===== src/rtl/zcount_pkg.sv =====
package zcount_pkg;
    localparam int unsigned NIB_W = 4;

    typedef enum logic {
        DIR_LEAD  = 1'b0,
        DIR_TRAIL = 1'b1
    } dir_e;

    typedef enum logic {
        SPAN_FULL = 1'b0,
        SPAN_LOW  = 1'b1
    } span_e;
endpackage


===== src/rtl/zcount_nib_enc.sv =====
// Four-bit leading-zero encoder: flags an empty nibble and gives the
// position of its first set bit counted from bit 3.
module zcount_nib_enc
    import zcount_pkg::*;
(
    input  logic [NIB_W-1:0] nib_i,
    output logic             empty_o,
    output logic [1:0]       lead_o
);
    always_comb begin
        empty_o = 1'b0;
        lead_o  = 2'd0;
        unique casez (nib_i)
            4'b1???: lead_o = 2'd0;
            4'b01??: lead_o = 2'd1;
            4'b001?: lead_o = 2'd2;
            4'b0001: lead_o = 2'd3;
            4'b0000: empty_o = 1'b1;
            default: empty_o = 1'b1;
        endcase
    end
endmodule


===== src/rtl/zcount_prep.sv =====
// Reverses the operand for low-end counting and left-aligns the low word
// for the narrow span, so one leading-zero search serves every mode.
module zcount_prep
    import zcount_pkg::*;
#(
    parameter int unsigned DATA_W = 64,
    parameter int unsigned HALF_W = 32
) (
    input  logic [DATA_W-1:0] operand_i,
    input  logic              trail_i,
    input  logic              narrow_i,
    output logic [DATA_W-1:0] field_o
);
    localparam int unsigned PAD_W = DATA_W - HALF_W;

    logic [DATA_W-1:0] rev;
    logic [DATA_W-1:0] picked;
    logic [HALF_W-1:0] low_sel;

    for (genvar b = 0; b < DATA_W; b++) begin : g_rev
        assign rev[b] = operand_i[DATA_W-1-b];
    end

    always_comb begin
        if (dir_e'(trail_i) == DIR_TRAIL) begin
            picked  = rev;
            low_sel = rev[DATA_W-1 -: HALF_W];
        end else begin
            picked  = operand_i;
            low_sel = operand_i[HALF_W-1:0];
        end
        if (span_e'(narrow_i) == SPAN_LOW) begin
            field_o = {low_sel, {PAD_W{1'b0}}};
        end else begin
            field_o = picked;
        end
    end
endmodule


===== src/rtl/zcount_lz_tree.sv =====
// Leading-zero search: one encoder per nibble, then a parallel priority
// pick of the most significant non-empty nibble.
module zcount_lz_tree
    import zcount_pkg::*;
#(
    parameter int unsigned DATA_W = 64,
    localparam int unsigned CNT_W = $clog2(DATA_W) + 1
) (
    input  logic [DATA_W-1:0] field_i,
    output logic [CNT_W-1:0]  count_o,
    output logic              all_zero_o
);
    localparam int unsigned NIB_CNT = DATA_W / NIB_W;

    logic [NIB_CNT-1:0] empty;
    logic [1:0]         lead [NIB_CNT];

    for (genvar j = 0; j < NIB_CNT; j++) begin : g_nib
        zcount_nib_enc u_enc (
            .nib_i   (field_i[DATA_W-1-j*NIB_W -: NIB_W]),
            .empty_o (empty[j]),
            .lead_o  (lead[j])
        );
    end

    always_comb begin
        count_o    = CNT_W'(DATA_W);
        all_zero_o = &empty;
        for (int j = NIB_CNT - 1; j >= 0; j--) begin
            if (!empty[j]) begin
                count_o = CNT_W'(j * NIB_W) + CNT_W'(lead[j]);
            end
        end
    end
endmodule


===== src/rtl/zcount_unit.sv =====
module zcount_unit
    import zcount_pkg::*;
#(
    parameter int unsigned DATA_W = 64,
    parameter int unsigned HALF_W = 32
) (
    input  logic              clk_i,
    input  logic              rst_i,
    input  logic [DATA_W-1:0] operand_i,
    input  logic              trail_i,
    input  logic              narrow_i,
    output logic [DATA_W-1:0] result_o
);
    localparam int unsigned CNT_W = $clog2(DATA_W) + 1;

    logic [DATA_W-1:0] field;
    logic [CNT_W-1:0]  tree_cnt;
    logic              tree_empty;
    logic [CNT_W-1:0]  cnt_next;
    logic [CNT_W-1:0]  cnt_q;

    zcount_prep #(.DATA_W(DATA_W), .HALF_W(HALF_W)) u_prep (
        .operand_i (operand_i),
        .trail_i   (trail_i),
        .narrow_i  (narrow_i),
        .field_o   (field)
    );

    zcount_lz_tree #(.DATA_W(DATA_W)) u_tree (
        .field_i    (field),
        .count_o    (tree_cnt),
        .all_zero_o (tree_empty)
    );

    // An empty field saturates at the width of the examined span.
    always_comb begin
        if (!tree_empty) begin
            cnt_next = tree_cnt;
        end else if (span_e'(narrow_i) == SPAN_LOW) begin
            cnt_next = CNT_W'(HALF_W);
        end else begin
            cnt_next = CNT_W'(DATA_W);
        end
    end

    always_ff @(posedge clk_i) begin
        if (rst_i) begin
            cnt_q <= '0;
        end else begin
            cnt_q <= cnt_next;
        end
    end

    always_comb begin
        result_o = {{(DATA_W-CNT_W){1'b0}}, cnt_q};
    end
endmodule


===== config.mk =====
export PLATFORM = sky130hd
export DESIGN_NAME = zcount_unit
export DESIGN_NICKNAME = d
export VERILOG_FILES = /design/src/rtl/zcount_pkg.sv /design/src/rtl/zcount_nib_enc.sv /design/src/rtl/zcount_prep.sv /design/src/rtl/zcount_lz_tree.sv /design/src/rtl/zcount_unit.sv
export SDC_FILE = /design/constraint.sdc
export NUM_CORES = 1
export LEC_CHECK = 0
export BUFFER_PORTS_ARGS = -buffer_cell sky130_fd_sc_hd__buf_2
export CAP_MARGIN = 20
export CORE_MARGIN = 5
export CORE_UTILIZATION = 43
export DETAILED_ROUTE_END_ITERATION = 16
export PLACE_DENSITY = 0.82
export SYNTH_ARGS = -nofsm -noshare
export SYNTH_HDL_FRONTEND = slang
export SYNTH_SLANG_ARGS = --single-unit
export TNS_END_PERCENT = 1

===== constraint.sdc =====
create_clock -name clk_i -period 2.2 [get_ports clk_i]
set_input_delay 0.22 -clock clk_i [delete_from_list [all_inputs] [get_ports clk_i]]
set_output_delay 0.22 -clock clk_i [all_outputs]
set_load 0.03 [all_outputs]

## After elaboration in Yosys (flattened, before gate mapping)

Index checks and enable logic that the tools add are counted.

- Register bits after elaboration: 7
- Input port bits: 68
- Word-level logic and storage cells: 134
- Output and inout port bits: 64

- Equal/unequal tests: 48
- Multiplexer cells: 53
- Reductions and logical operators: 17
- $add $sub $neg: 15

Operators by type and width:

| cell | number |
|---|---|
| $mux W64 | 2 |
| $mux W7 | 18 |
| $pmux W2 S3 | 16 |
| $eq A4 B1 Y1 const B | 16 |
| $logic_not A4 Y1 | 16 |
| $add A6 B2 Y7 const A | 8 |
| $eq A3 B1 Y1 const B | 16 |
| $eq A2 B1 Y1 const B | 16 |
| $mux W32 | 1 |
| $add A5 B2 Y6 const A | 4 |
| $mux W1 | 16 |
| $reduce_and A16 Y1 | 1 |
| $add A4 B2 Y5 const A | 2 |
| $add A3 B2 Y4 const A | 1 |

## Longest topological paths before layout

Gate-level depths: netlist (run 1).

- Depth after elaboration: 22
- Mapped depth: 11

## Modules after synthesis

A second synthesis (run 1) with hierarchy kept.

- Cell total of the unflattened synthesis: 440
- Area total of the unflattened synthesis: 3016.6 um2

By module, submodules not included:

| module | times used | seq. area each (um2) | cells each | area an instance (um2) |
|---|---|---|---|---|
| zcount_prep | 1 | 0.0 | 178 | 1233.7 |
| zcount_unit | 1 | 140.1 | 76 | 644.4 |
| zcount_nib_enc | 16 | 0.0 | 6 | 40.0 |
| zcount_lz_tree | 1 | 0.0 | 90 | 498.0 |

## Least setup slack after synthesis (run 1)

No wires, ideal clock.

- Path kind: input to register
- Start: in narrow_i
- End: reg cnt_q[1]
- Stages on the path: 9
- Path buffers: 2
- Setup slack: 74 ps
- Required time: 2084 ps
- Data arrival time: 2010 ps
- Cells stage by stage: buf_6 -> buf_6 -> mux2_4 -> mux2i_4 -> nand2_1 -> or4_1 -> a211oi_1 -> o21ai_1 -> o211a_1

- Word-level cells in the longest chain between the ends: 21
- Elaborated cells on any way between the ends: 130

Ends and longest elaborated chain:

| what | line | source |
|---|---|---|
| start: declaration | zcount_unit.sv:11 | `input logic narrow_i,` |
| $mux W64 (*) | zcount_prep.sv:32 | `if (span_e'(narrow_i) == SPAN_LOW) begin` |
| $eq A4 B1 Y1 (tied with other cells) | zcount_nib_enc.sv:13 | `unique casez (nib_i)` |
| $pmux W2 S3 | zcount_nib_enc.sv:13 |  |
| $add A6 B2 Y7 | zcount_lz_tree.sv:31 | `count_o = CNT_W'(j * NIB_W) + CNT_W'(lead[j]);` |
| $mux W7 (16 in series) | zcount_lz_tree.sv:30 | `if (!empty[j]) begin` |
| $mux W7 (*) | zcount_unit.sv:37 | `if (!tree_empty) begin` |
| end signal: assignment | zcount_unit.sv:50 | `cnt_q <= cnt_next;` |
| end: declaration | zcount_unit.sv:20 | `logic [CNT_W-1:0] cnt_q;` |

Mark *: on every way between the ends. The rest lies on a longest branch, timed or not.
A chain may end at the register's enable or synchronous reset.

## Worst setup path in the final report (run 1)

Same ends and word-level chain as after synthesis.

==> flow_metrics.tcl, run 1 <==
set metrics [dict create \
    vias_per_cell 5.60 \
    htree_levels 1 \
    cts_buffer_depth 2 \
    number_of_antenna_violations_at_the_first_check_in_global_routing 0 \
    fillCellCount 587 \
    top_signal_layer_used "met4" \
    finalHoldViolations 0 \
    detail_route.wirelength_microns 9380 \
    synth_simple_gate_area_share_pct 25.8 \
    synth_seq_cells 7 \
    fin_crit_sh_pct 96.1 \
    cpLargestDelayFamily "simple AND/OR/NAND/NOR gates" \
    insertedDiodeCount 0 \
    avgSynthCellArea_sq_um 7.12 \
    synth_cells 376 \
    start_kind "input pin" \
    cp.arrival_ns 2.23 \
    worst_setup_path_startpoint "narrow_i" \
    postLayoutCoreUtil_pct 59.2 \
    timing.hold.worst.start "rst_i" \
    core_sq_um 5990 \
    critical_path_peak_fanout 6 \
    cap_violations 0 \
    met1Wirelength_microns 3810 \
    muxShareOfSynthArea_pct 22.8 \
    synth-warning-count 0 \
    share_of_flip_flops_with_an_asynchronous_set_or_reset_after_synthesis_pct 0 \
    yosys-top-cells-area "buf_4 17%, mux2i_1 10%, nor2_1 6.0%, mux2_2 5.9%, dfxtp_1 5.2%" \
    status "finished clean" \
    final-setup-viol-count 0 \
    multiInputGateArea_sq_um 2250 \
    crit_buf_inv 2 \
    clk_pin_slew_worst_paths_ns 0.04 \
    tritoncts_num_sinks 7 \
    regArea_sq_um 140 \
    io_buffer_count 74 \
    die_area_sq_um 7900 \
    transition_at_the_pin_with_the_smallest_max_transition_slack_ns 0.558 \
    dpl.cell_count 578 \
    synth_adder_area_share_pct 0 \
    die-width_microns 88.9 \
    met2_wirelength_microns 4440 \
    wl_met3_microns 780 \
    drt_first_iter_violations 196 \
    grt_pass1_vias 3069 \
    reg_top3 "cnt_q x7" \
    dp_hpwl_microns 7780 \
    grt_pass1_wl_microns 14200 \
    worst_path_largest_cell_delay_ns 0.57 \
    mappedNetlistArea_sq_um 2680 \
    grt_max_degree 37 \
    timing.critical_path.cells "buf_6 -> buf_12 -> mux2_4 -> mux2i_4 -> nand4_4 -> or4_1 -> a211oi_1 -> o21ai_1 -> o211a_1" \
    static-leakage-power_uw 0.00170 \
    placementRows 28 \
    holdCritPathClass "in -> reg" \
    final.min_clock_period_ns 2.11 \
    largest_register_ffs 7 \
    vdd.ir_drop.worst_uv 167 \
    clockRootBuffer "clkbuf_8" \
    synth-compound-area-share_pct 24.7 \
    drt-pass1-iter-count 5 \
    starting_density_of_the_core_pct 44.7 \
    power-per-cell-area_nw_per_um2 322 \
    cell_taking_the_most_area_after_synthesis "buf_4" \
    post_route_cells_drive_above_1_share_pct 37.5 \
    synth.distinct_cells 57 \
    synth_sequential_area_ratio_pct 5.23 \
    max_flop_register "cnt_q" \
    final_cell_count_no_fill 584 \
    post_synth_xor_area_fraction_pct 0 \
    tritoncts "done" \
    boundary_pins 132 \
    vias 3272 \
    die_height_microns 88.9 \
    nets 578 \
    commonest_cells_after_routing_fill_and_taps_aside "73 x buf_2, 64 x buf_4, 57 x conb_1" \
    cpMaxStageDelayCell "or4_1" \
    fmax_ghz 0.473 \
    placer_congestion_estimate 0.981 \
    finalMaxSlewViolations 0 \
    timing.critical_path.required_ns 2.32 \
    final_common_cell "buf_2" \
    synth_enable_flop_cells 0 \
    detail_route.wl_per_cell_microns 16.1 \
    critical_path_class "in -> reg" \
    grt_usage_pct 22.3 \
    synth_largest_type_area_fraction_pct 17.4 \
    detail-route-antenna-nets 0 \
    cts_hold_buf 0 \
    synth_top_family_by_area "simple AND/OR/NAND/NOR gates" \
    setup_repair_after_global_routing_missed_its_margin "false" \
    route.detailed.drc 0 \
    timing.max_slew.rel_slack_pct 62.4 \
    area_delta_synth_final_pct 32.4 \
    worst_setup_path_end_kind "register" \
    grt_remaining_overflow 0 \
    synthFlopType "dfxtp_1" \
    cts_buffers 3 \
]
[logic make-up (layout without fill, tap and decap cells)]
kind of cell | after synthesis | count (layout)
AOI/OAI and AO/OA | 100 | 100
buffers and inverters | 83 | 160
DFF | 7 | 7
muxes | 53 | 53
other | 1 | 57
and+or+nand+nor | 132 | 132
[routing by layer]
| layer | vias up | track usage (%) |
|---|---|---|
| met1 | 1526 | 28.8 |
| met2 | 182 | 38.7 |
| met3 | 30 | 1.57 |
| li1 | 1534 | - |
| met4 | 0 | 8.24 |
| met5 | - | 0 |
[worst min-delay path, cell delays in order]
cell and delay (ns):
buf_2 0.10, nand3b_1 0.12, nor2b_1 0.05
[through the flow]
step                TNS, ns  instance area (sq um)  setup slack (ns)  total power, uW  hold slack, ns
floorplan                 0                   2890            0.0740              682           0.410
global placement     -0.558                   3360            -0.138              901           0.539
detailed placement   -0.923                   3360            -0.202              913           0.547
CTS                       0                   3410            0.0222             1100           0.309
global route              0                   3550           0.00598             1210           0.331
finish                    0                   3550            0.0852             1140           0.309
[synth_stat cells (3+ instances only)]
cell       instances
nand4_1            7
dfxtp_1            7
buf_2              5
mux2i_1           28
buf_6              3
nor4_1             8
nor2b_1           13
mux2_2            14
a21oi_1           17
buf_4             62
a211oi_1          13
mux2_4             3
o21ai_0           26
nand2b_1           7
mux2_1             4
nand2_1           21
nor2_1            43
nor3_1            13
o21bai_1           4
o32ai_1            3
o22ai_1            7
or2_2              3
o21a_1             5
mux2i_4            3
inv_1             11
a2111oi_0          3
[path summary, 6_finish.rpt]
path                    to  cells after the start
setup / recovery  cnt_q[1]                      9
hold / removal    cnt_q[6]                      3
[timing repair]
item	CTS	global route
endpoints found under the setup margin	0	5
buffers inserted	0	1
gates resized for setup	0	24
[cell type report]
type                    instances  area share, %
clock buffers                   4           1.27
inverters                      11           1.16
well taps                      75           2.65
multi-input cells             342           63.4
flip-flops and latches          7           3.95
repair buffers                145           27.5
[power breakdown]
group          internal, uW  switching, uW  leakage, uW
Combinational           344            487      0.00162
Sequential              131          0.769    0.0000567
Clock                   125           54.0    0.0000228
Note: power is estimated with default switching activity, not from simulation.
==> inputs of run 2 (changes only) <==
- ABC_AREA: default -> 1
- CORE_UTILIZATION: 43 -> 48
- PLACE_DENSITY: 0.82 -> 0.87
- clock period: 2.2 -> 2.1 ns (I/O delays scaled with it)
==> run 2 against run 1 <==
Net effect:
- the flow now finishes with violations (negative setup slack)
- die area fell by 11%
- clock-buffer cell count did not move
- clock power rose by 6%
- synthesized area fell by 2.6%
- cell area rose by 5.9%
- combinational power rose by 13%
- global-route usage rose by 0.83 points
- wire length rose by 8.6%
- hold slack got worse by 0.15 ns
- utilization rose by 13 points
- via count rose by 16%
- critical path type unchanged
==> flow_metrics.tcl, run 2 <==
set metrics [dict create \
    status "finished, violations left" \
    violations "negative setup slack" \
    most_numerous_cell_in_the_yosys_netlist "nand2_1" \
    power.combinational.fraction_pct 74.2 \
    grt_pass1_vias 3193 \
    post_synth_most_frequent_cells "100 x nand2_1, 66 x inv_1, 60 x buf_4" \
    worst_setup_path_end_kind "register" \
    dp_hpwl_microns 7560 \
    fillCellCount 439 \
    htree_levels 1 \
    commonest_cells_after_routing_fill_and_taps_aside "91 x nand2_1, 74 x buf_4, 73 x buf_2" \
    die-width_microns 83.7 \
    post_route_cells_drive_above_1_share_pct 36.6 \
    number_of_antenna_violations_at_the_first_check_in_global_routing 0 \
    netSwitchingPower_uw 633 \
    grt_remaining_overflow 0 \
    max_flop_register "cnt_q" \
    die_area_sq_um 7010 \
    grt_max_degree 27 \
    vias 3808 \
    tritoncts "done" \
    share_clk_of_total_power_pct 15.0 \
    drt_first_iter_violations 539 \
    cap_violations 0 \
    finalHoldViolations 0 \
    synth.distinct_cells 38 \
    holdCritPathClass "in -> reg" \
    fin_crit_sh_pct 107 \
    area_delta_synth_final_pct 44.0 \
    placer_congestion_estimate 0.999 \
    vias_per_cell 5.41 \
    insertedDiodeCount 0 \
    detail_route.wirelength_microns 10200 \
    cpMaxStageDelayCell "nor2_1" \
    starting_density_of_the_core_pct 50.1 \
    setup_repair_after_global_routing_missed_its_margin "true" \
    cts_hold_buf 0 \
    final-setup-viol-count 6 \
    tns_ns -0.293 \
    static-leakage-power_uw 0.00212 \
    worst_path_largest_cell_delay_ns 0.32 \
    synth_seq_cells 7 \
    critical_path_class "in -> reg" \
    detail_route.wl_per_cell_microns 14.5 \
    timing.critical_path.required_ns 2.27 \
    postLayoutCoreUtil_pct 72.2 \
    synth_largest_type_area_fraction_pct 17.3 \
    cts_buffers 3 \
    critical_path_peak_fanout 6 \
    core_sq_um 5200 \
    synth_cells 485 \
    final.min_clock_period_ns 2.24 \
    yosys-top-cells-area "buf_4 17%, nand2_1 14%, inv_1 9.5%, nor2_1 6.9%, o21ai_0 6.5%" \
    nets 703 \
    synthFlopType "dfxtp_1" \
    mappedNetlistArea_sq_um 2610 \
    final_common_cell "nand2_1" \
    cts_buffer_depth 2 \
    reg_top3 "cnt_q x7" \
    final_cell_count_no_fill 704 \
    timing.critical_path.cells "buf_6 -> buf_12 -> buf_4 -> nor2_1 -> nor2_1 -> o22ai_1 -> nand2_1 -> nor2_1 -> nand2_1 -> inv_2 -> nand2_1 -> a31oi_1 -> nor2_1 -> o211ai_2 -> nand4_1 -> nand2_1" \
    cp.arrival_ns 2.42 \
    synth-warning-count 0 \
    detail-route-antenna-nets 0 \
    fmax_ghz 0.446 \
    cell_area_placed_sq_um 3390 \
    whs_ns 0.157 \
    power-per-cell-area_nw_per_um2 337 \
    die_height_microns 83.7 \
    avgSynthCellArea_sq_um 5.38 \
    internal_power_uw 634 \
    start_kind "input pin" \
    synth_sequential_area_ratio_pct 5.37 \
    boundary_pins 132 \
    tritoncts_num_sinks 7 \
    io_buffer_count 74 \
    grt_pass1_wl_microns 14000 \
    post-route-worst-setup-slack_ns -0.143 \
    share_of_flip_flops_with_an_asynchronous_set_or_reset_after_synthesis_pct 0 \
    clk_pin_slew_worst_paths_ns 0.04 \
    final_cell_area_sq_um 3760 \
    largest_register_ffs 7 \
    clockRootBuffer "clkbuf_8" \
    vdd.ir_drop.worst_uv 254 \
    placementRows 26 \
    finalMaxSlewViolations 0 \
    power.share.sequential_pct 10.8 \
    switching_share_pct 50.0 \
    grt_usage_pct 23.1 \
    cell_taking_the_most_area_after_synthesis "buf_4" \
    route.detailed.drc 0 \
    drt-pass1-iter-count 5 \
    dpl.cell_count 692 \
    synth_enable_flop_cells 0 \
]
[run 2: kinds of logic after synthesis]
group	after synthesis	share of synthesized area, %
and+or+nand+nor	197	32.5
buffers and inverters	156	33.1
AOI/OAI and AO/OA	124	28.9
DFF	7	5.37
other	1	0.144
[run 2: repair_timing]
| item | in CTS | in global routing |
|---|---|---|
| resized for setup | 10 | 52 |
| buffers inserted | 2 | 2 |
| gates cloned | 0 | 4 |
| pin swaps | 2 | 16 |
| endpoints found under the setup margin | 4 | 7 |
[run 2: cell type report]
class | instances | area (sq um) | area share [%]
multi-input combinational | 378 | 1970 | 52.5
timing repair buffer | 165 | 1200 | 32.0
inverter | 80 | 308 | 8.19
sequential | 7 | 140 | 3.73
tap | 70 | 87.6 | 2.33
clock buffer | 4 | 45.0 | 1.20
[run 2: final timing paths]
path	from	end	slack, ns	depth (start not counted)
max	trail_i	cnt_q[0]	-0.14	16
min	rst_i	cnt_q[6]	0.16	2
[run 2: stage by stage]
| stage | setup WS (ns) | power [uW] |
|---|---|---|
| after floorplan | 0.163 | 734 |
| after global placement | -0.264 | 945 |
| after detailed placement | -0.278 | 952 |
| after CTS | -0.0000637 | 1160 |
| after global routing | -0.245 | 1340 |
| final | -0.143 | 1270 |
[run 2: power groups by stage]
| stage | clock [uW] | sequential, uW | combinational (uW) |
|---|---|---|---|
| detailed placement | 0 | 139 | 813 |
| global route | 199 | 138 | 1000 |
| CTS | 194 | 137 | 827 |
| global placement | 0 | 139 | 805 |
| floorplan | 0 | 146 | 588 |
| finish | 190 | 137 | 940 |
[run 2: routing by layer]
layer / GRT usage [%] / part of all wire [%] / up-vias
li1: - / - / 1762
met1: 31.6 / 38 / 1670
met2: 39.9 / 46 / 311
met3: 0.888 / 11 / 65
met4: 5.26 / 4.6 / 0
met5: 0 / 0 / -
[run 2: critical path, delay by kind of cell]
family	cells	cell delay, ns
compound gates	3	0.55
buf+inv	4	0.50
simple gates	9	1.17
